## config.mk

```make
export PLATFORM = sky130hd
export DESIGN_NAME = madd_sched
export DESIGN_NICKNAME = d
export VERILOG_FILES = /design/src/rtl/madd_pkg.sv /design/src/rtl/madd_mul2.sv /design/src/rtl/madd_addpath.sv /design/src/rtl/madd_ctrl.sv /design/src/rtl/madd_sched.sv
export SDC_FILE = /design/constraint.sdc
export NUM_CORES = 1
export LEC_CHECK = 0
export ABC_CLOCK_PERIOD_IN_PS = 3600
export BUFFER_PORTS_ARGS = -buffer_cell sky130_fd_sc_hd__buf_2
export CELL_PAD_IN_SITES_DETAIL_PLACEMENT = 1
export CELL_PAD_IN_SITES_GLOBAL_PLACEMENT = 2
export CORE_MARGIN = 5
export CORE_UTILIZATION = 38
export DETAILED_ROUTE_END_ITERATION = 7
export PLACE_DENSITY_LB_ADDON = 0.1
export SLEW_MARGIN = 20
export SYNTH_ARGS = -nofsm -noshare
export SYNTH_HDL_FRONTEND = slang
export SYNTH_SLANG_ARGS = --single-unit
```

## constraint.sdc

```tcl
create_clock -name clk_i -period 3.6 [get_ports clk_i]
set_clock_uncertainty 0.05 [all_clocks]
set_input_delay 0.54 -clock clk_i [delete_from_list [all_inputs] [get_ports clk_i]]
set_output_delay 0.54 -clock clk_i [all_outputs]
set_load 0.02 [all_outputs]
```

## src/rtl/madd_pkg.sv

```systemverilog
package madd_pkg;
  typedef enum logic [2:0] {
    ST_IDLE,
    ST_MUL,
    ST_ADD_CD,
    ST_PAIR,
    ST_SUM
  } step_e;
endpackage

```

## src/rtl/madd_mul2.sv

```systemverilog
// Two-cycle multiplier: partial products captured with the operands, combined into x.
module madd_mul2 #(
  parameter int W = 8
) (
  input  logic           clk_i,
  input  logic           rst_ni,
  input  logic           ld_in_i,
  input  logic [W-1:0]   a_i,
  input  logic [W-1:0]   b_i,
  input  logic           ld_x_i,
  output logic [2*W-1:0] x_o
);
  localparam int PW = 2 * W;
  localparam int HW = (W > 1) ? W / 2 : 1;

  logic [PW-1:0] pp_lo_q, pp_hi_q, x_q;
  logic [PW-1:0] pp_lo_d, pp_hi_d;

  generate
    if (W > 1) begin : g_split
      always_comb begin
        pp_lo_d = PW'(a_i) * PW'(b_i[HW-1:0]);
        pp_hi_d = PW'(a_i) * PW'(b_i[W-1:HW]);
      end
    end else begin : g_bit
      always_comb begin
        pp_lo_d = PW'(a_i & b_i);
        pp_hi_d = '0;
      end
    end
  endgenerate

  always_ff @(posedge clk_i or negedge rst_ni) begin
    if (!rst_ni) begin
      pp_lo_q <= '0;
      pp_hi_q <= '0;
    end else if (ld_in_i) begin
      pp_lo_q <= pp_lo_d;
      pp_hi_q <= pp_hi_d;
    end
  end

  always_ff @(posedge clk_i or negedge rst_ni) begin
    if (!rst_ni)     x_q <= '0;
    else if (ld_x_i) x_q <= pp_lo_q + (pp_hi_q << HW);
  end

  assign x_o = x_q;
endmodule

```

## src/rtl/madd_addpath.sv

```systemverilog
// Shared adder with operand muxes, result demux and the c, d, y, z registers.
module madd_addpath #(
  parameter int W = 8
) (
  input  logic           clk_i,
  input  logic           rst_ni,
  input  logic           ld_in_i,
  input  logic [W-1:0]   c_i,
  input  logic [W-1:0]   d_i,
  input  logic [2*W-1:0] x_i,
  input  logic           sel_cd_i,
  input  logic           route_y_i,
  input  logic           ld_y_i,
  input  logic           ld_z_i,
  output logic [2*W:0]   z_o,
  output logic           z_valid_o
);
  localparam int ZW = 2 * W + 1;

  logic [W-1:0]  c_q, d_q;
  logic [ZW-1:0] y_q, z_q;
  logic [ZW-1:0] op_a, op_b, sum;
  logic          wr_y, wr_z;
  logic          zv_q;

  always_ff @(posedge clk_i or negedge rst_ni) begin
    if (!rst_ni) begin
      c_q <= '0;
      d_q <= '0;
    end else if (ld_in_i) begin
      c_q <= c_i;
      d_q <= d_i;
    end
  end

  always_comb begin
    op_a = sel_cd_i ? ZW'(c_q) : ZW'(x_i);
    op_b = sel_cd_i ? ZW'(d_q) : y_q;
    sum  = op_a + op_b;
    wr_y = ld_y_i && route_y_i;
    wr_z = ld_z_i && !route_y_i;
  end

  always_ff @(posedge clk_i or negedge rst_ni) begin
    if (!rst_ni) begin
      y_q  <= '0;
      z_q  <= '0;
      zv_q <= 1'b0;
    end else begin
      if (wr_y) y_q <= sum;
      if (wr_z) z_q <= sum;
      zv_q <= wr_z;
    end
  end

  assign z_o       = z_q;
  assign z_valid_o = zv_q;
endmodule

```

## src/rtl/madd_ctrl.sv

```systemverilog
// Control-step FSM; OVERLAP picks the two-step or three-step schedule.
module madd_ctrl #(
  parameter bit OVERLAP = 1'b1
) (
  input  logic clk_i,
  input  logic rst_ni,
  input  logic in_valid_i,
  output logic in_ready_o,
  output logic ld_in_o,
  output logic ld_x_o,
  output logic sel_cd_o,
  output logic route_y_o,
  output logic ld_y_o,
  output logic ld_z_o
);
  import madd_pkg::*;

  localparam step_e FIRST = OVERLAP ? ST_PAIR : ST_MUL;

  step_e st_q, st_d;

  always_comb begin
    st_d       = st_q;
    in_ready_o = 1'b0;
    ld_x_o     = 1'b0;
    sel_cd_o   = 1'b0;
    route_y_o  = 1'b0;
    ld_y_o     = 1'b0;
    ld_z_o     = 1'b0;
    unique case (st_q)
      ST_IDLE: begin
        in_ready_o = 1'b1;
        if (in_valid_i) st_d = FIRST;
      end
      ST_MUL: begin
        ld_x_o = 1'b1;
        st_d   = ST_ADD_CD;
      end
      ST_ADD_CD: begin
        sel_cd_o  = 1'b1;
        route_y_o = 1'b1;
        ld_y_o    = 1'b1;
        st_d      = ST_SUM;
      end
      ST_PAIR: begin
        ld_x_o    = 1'b1;
        sel_cd_o  = 1'b1;
        route_y_o = 1'b1;
        ld_y_o    = 1'b1;
        st_d      = ST_SUM;
      end
      ST_SUM: begin
        ld_z_o     = 1'b1;
        in_ready_o = 1'b1;
        st_d       = in_valid_i ? FIRST : ST_IDLE;
      end
      default: st_d = ST_IDLE;
    endcase
  end

  assign ld_in_o = in_valid_i && in_ready_o;

  always_ff @(posedge clk_i or negedge rst_ni) begin
    if (!rst_ni) st_q <= ST_IDLE;
    else         st_q <= st_d;
  end
endmodule

```

## src/rtl/madd_sched.sv

```systemverilog
module madd_sched #(
  parameter int W       = 8,
  parameter bit OVERLAP = 1'b1
) (
  input  logic           clk_i,
  input  logic           rst_ni,
  input  logic           in_valid_i,
  output logic           in_ready_o,
  input  logic [W-1:0]   a_i,
  input  logic [W-1:0]   b_i,
  input  logic [W-1:0]   c_i,
  input  logic [W-1:0]   d_i,
  output logic [2*W:0]   z_o,
  output logic           z_valid_o
);
  logic           ld_in, ld_x, sel_cd, route_y, ld_y, ld_z;
  logic [2*W-1:0] x;

  madd_ctrl #(.OVERLAP(OVERLAP)) i_ctrl (
    .clk_i      (clk_i),
    .rst_ni     (rst_ni),
    .in_valid_i (in_valid_i),
    .in_ready_o (in_ready_o),
    .ld_in_o    (ld_in),
    .ld_x_o     (ld_x),
    .sel_cd_o   (sel_cd),
    .route_y_o  (route_y),
    .ld_y_o     (ld_y),
    .ld_z_o     (ld_z)
  );

  madd_mul2 #(.W(W)) i_mul (
    .clk_i   (clk_i),
    .rst_ni  (rst_ni),
    .ld_in_i (ld_in),
    .a_i     (a_i),
    .b_i     (b_i),
    .ld_x_i  (ld_x),
    .x_o     (x)
  );

  madd_addpath #(.W(W)) i_add (
    .clk_i     (clk_i),
    .rst_ni    (rst_ni),
    .ld_in_i   (ld_in),
    .c_i       (c_i),
    .d_i       (d_i),
    .x_i       (x),
    .sel_cd_i  (sel_cd),
    .route_y_i (route_y),
    .ld_y_i    (ld_y),
    .ld_z_i    (ld_z),
    .z_o       (z_o),
    .z_valid_o (z_valid_o)
  );
endmodule

```

==> summary.txt <==
Pwr
  – Peak supply drop: 0.314 mV
  – Relative contribution of sequential cells to total power: 28.5%
  – Power density of the placed cells: 813 nW/um^2
  – Post-layout total power: 6.22 mW
  – Net switching share of the total power: ~44%
  – Relative contribution of combinational cells to total power: between 50% and 60%
  – Leakage power: 3.93 nW
  – P_int: between 3 and 4 mW
  – Part of the power in the clock network: between 10% and 20%
  – Switching power of the nets: 2.76 mW

STA
  – Total count of hold-check failures in the final report: 0
  – Worst relative slew slack: 37.0%
  – Slew Viols, Final: 0
  – Final cycle utilization of the critical path: 92.6%
  – Transition at the pin with the smallest max-transition slack: 0.942 ns
  – Sum of negative setup slack: 0 ns
  – Setup slack after layout: 0.266 ns
  – Final period demand of the worst path: 3.33 ns
  – Final-report setup violation count: 0
  – Setup repair after global routing missed its margin: false
  – Max frequency: 300 MHz

Floorplan
  – Die X-Extent: 142 um
  – Area of the core: 17200 um^2
  – Count of boundary I/O pins: 54
  – Starting Density: roughly two fifths
  – Die area: slightly above 20000 um^2
  – Floorplan row count: 48
  – Vertical die dimension: approximately 140 um

Routing
  – Average wire per standard cell: between 10 and 15 um
  – DRC errors left: 0
  – Post-detailed-route via-to-cell ratio: between 4 and 5
  – Total Routed Length: between 15000 and 20000 um
  – Number of iterations in the first detailed-routing pass: 6
  – Remaining number of nets flagged by the antenna check after routing: 0
  – Number of violations reported at the end of detailed-routing iteration 0: 136
  – Via total after detailed routing: 5155

Setup path
  – Worst Setup Path Type: input pin to register
  – Crit path launch type: input pin
  – Biggest cell delay along the critical path: 0.53 ns
  – Arrival time of the worst setup path: 3.53 ns
  – Slowest cell on the critical path: fa_1
  – Critical path required time: 3.80 ns
  – Critical-path cell list: buf_2, and2_1, fa_1, inv_1, fa_1, inv_1, ha_1, nor2b_1, o21ai_1, a21boi_1, o21ai_0, a211oi_1, o21a_1, o31ai_1
  – Worst setup EP type: register
  – Maximum fanout along the worst path: 7
  – Count of buffer and inverter cells on the critical path: 3
  – Family of cells with the greatest summed delay on the critical path: adder cells

Worst hold path
  – Worst hold path class: input pin to asynchronous set/reset pin

Yosys
  – Fraction of post-synthesis cell area in the top cell type by area: 35.4%
  – Synthesized area per cell: 8.90 um^2
  – Leading register cell type out of synthesis: dfrtp_1
  – Fraction of the yosys area taken by sequential cells: 35.4%
  – Library cell occupying the most area in the post-synthesis netlist: dfrtp_1
  – Synth warn: 0
  – Total standard cell area after synthesis: about 6600 um^2
  – Distinct cells, synth: 54
  – Number of flops mapped to enable cells by yosys: 0
  – Main area contributors after synthesis: dfrtp_1 35%, nand2_1 11%, ha_1 11%
  – Asr flop ratio synth: 100%
  – Post-synth net total: between 800 and 900
  – Number of register bits inferred by synthesis: 94
  – Cell count after synthesis: approximately 750

Finish
  – Top library cells by usage in the layout, fill and taps aside: 193 x nand2_1, 94 x dfrtp_1, 59 x inv_1, 56 x ha_1, 54 x and2_1
  – Total Nets Final: about 940
  – Final-layout fill cell count: 2047
  – Antenna Cells: 0
  – Area added between synthesis and finish: 15.2%
  – Cell area after layout: 7650 um^2
  – Number of cells in the finished layout apart from fillers: approximately 1100
  – Layout cells sized above 1: 15.1%
  – Commonest non-fill, non-tap cell in the layout: nand2_1

Global route
  – Maximum number of pins on one net before global-route repair: 81
  – Via count of the first global-routing pass: 5549
  – Residual overflow from global routing: 0
  – Global-route wire length before repair: about 27000 um
  – GRT Total Usage: 16.1%
  – Antenna violations before repair: 0

Placed design
  – Number of placed instances, taps included: 1035
  – Area post-placement: 7330 um^2
  – Placer Congestion: 0.817
  – Count of buffers from port buffering: 53
  – Worst slack after detailed placement: -0.221 ns
  – Sum of net half-perimeters after detailed placement: between 10000 and 15000 um

Flow run
  – Max-Cap Viols: 0

Clock network
  – CTS H-Tree Depth: 3
  – Sinks on the clock net: 94
  – TritonCTS clock tree: done
  – CTS Buf Count: 9
  – Total setup buffers inserted after CTS: 0
  – Buffer depth of the longest clock path: 2
  – Count of hold-fix buffers inserted at cts: 0
  – CTS resizes: 0
  – Clock network latency to the later pin of the worst-skew pair: roughly 0.35 ns
  – Clock input transition at the sequential cells of the worst setup and hold paths: 0.07 ns
  – Clk Tree Root Cell: clkbuf_16

Run status
  – Outcome: finished, final reports clean
[sequential cells by signal, indices dropped and copies added (netlist names)]
register         cells
i_add.y_q           17
i_add.d_q            8
i_add.z_o           17
i_add.c_q            8
i_ctrl.st_q          3
i_mul.pp_hi_q       12
i_mul.x_o           16
i_add.z_valid_o      1
i_mul.pp_lo_q       12
[synthesized netlist by cell type, drive strengths merged, types with 2 or more instances]
master,count
nand4,2
mux2,8
o21ai,59
a21oi,22
inv,59
nor2,20
nand2,194
nor3b,2
xor2,10
o311ai,2
a31oi,3
ha,56
o21bai,8
nand2b,6
a21boi,4
o41ai,2
o31ai,11
and2,55
xnor2,20
o211a,2
nor4,2
buf,2
nor3,11
dfrtp,94
a21o,9
clkbuf,18
fa,26
or3,2
nor2b,3
nor4b,3
o21a,9
nand3,6
a211oi,6
[final timing paths]
check / from / to / slack, ns / cells past startpoint
hold / removal: rst_ni / i_add.z_o[2] / 0.18 / 1
hold reg to reg: i_add.y_q[0] / i_add.y_q[0] / 0.42 / 2
min in group clk_i: d_i[0] / i_add.d_q[0] / 0.33 / 3
max in group asynchronous: rst_ni / i_mul.pp_lo_q[7] / 2.61 / 2
setup / recovery: a_i[1] / i_mul.pp_lo_q[10] / 0.27 / 14
setup reg to reg: i_ctrl.st_q[2] / i_add.z_o[16] / 0.28 / 13
[stage by stage]
stage	util (%)	hold slack, ns
floorplan	-	0.194
global placement	42.5	0.400
detailed placement	42.5	0.409
CTS	44.3	0.315
global route	44.4	0.248
finish	44.4	0.178
[routing by layer]
metal | vias to the layer above | part of all wire (%) | GRT usage, %
li1 | 2623 | - | -
met1 | 2469 | 47 | 20.8
met2 | 53 | 50 | 28.4
met3 | 10 | 2.3 | 1.88
met4 | 0 | 1.1 | 4.49
met5 | - | 0 | 0
[power groups by stage]
| stage | sequential (mW) | clock (mW) | combinational [mW] |
|---|---|---|---|
| 6_report | 1.77 | 0.961 | 3.49 |
| 5_1_grt | 1.83 | 1.04 | 3.99 |
| 4_1_cts | 1.78 | 0.998 | 3.54 |
| 3_5_place_dp | 1.80 | 0 | 3.53 |
| 3_3_place_gp | 1.78 | 0 | 3.40 |
| 2_1_floorplan | 1.84 | 0 | 2.57 |
[area by class of cell]
class	count	area [um^2]	share of cell area, %
inverter	60	225	2.94
timing repair buffer	85	519	6.79
clock buffer	9	225	2.94
clock inverter	7	73.8	0.965
multi-input combinational	572	3970	51.9
sequential	94	2350	30.7
tap	225	282	3.68
[logic make-up after synthesis]
logic type	after synthesis	share of synthesized area, %
multiplexers	9	1.51
buffers and inverters	80	4.82
XOR/XNOR	30	3.96
AO/OA/AOI/OAI	144	14.8
AND/OR/NAND/NOR	307	21.1
adder cells (fa/ha/maj)	82	18.4
flip-flops	94	35.4
No activity file was read; power rests on OpenSTA's default activity.
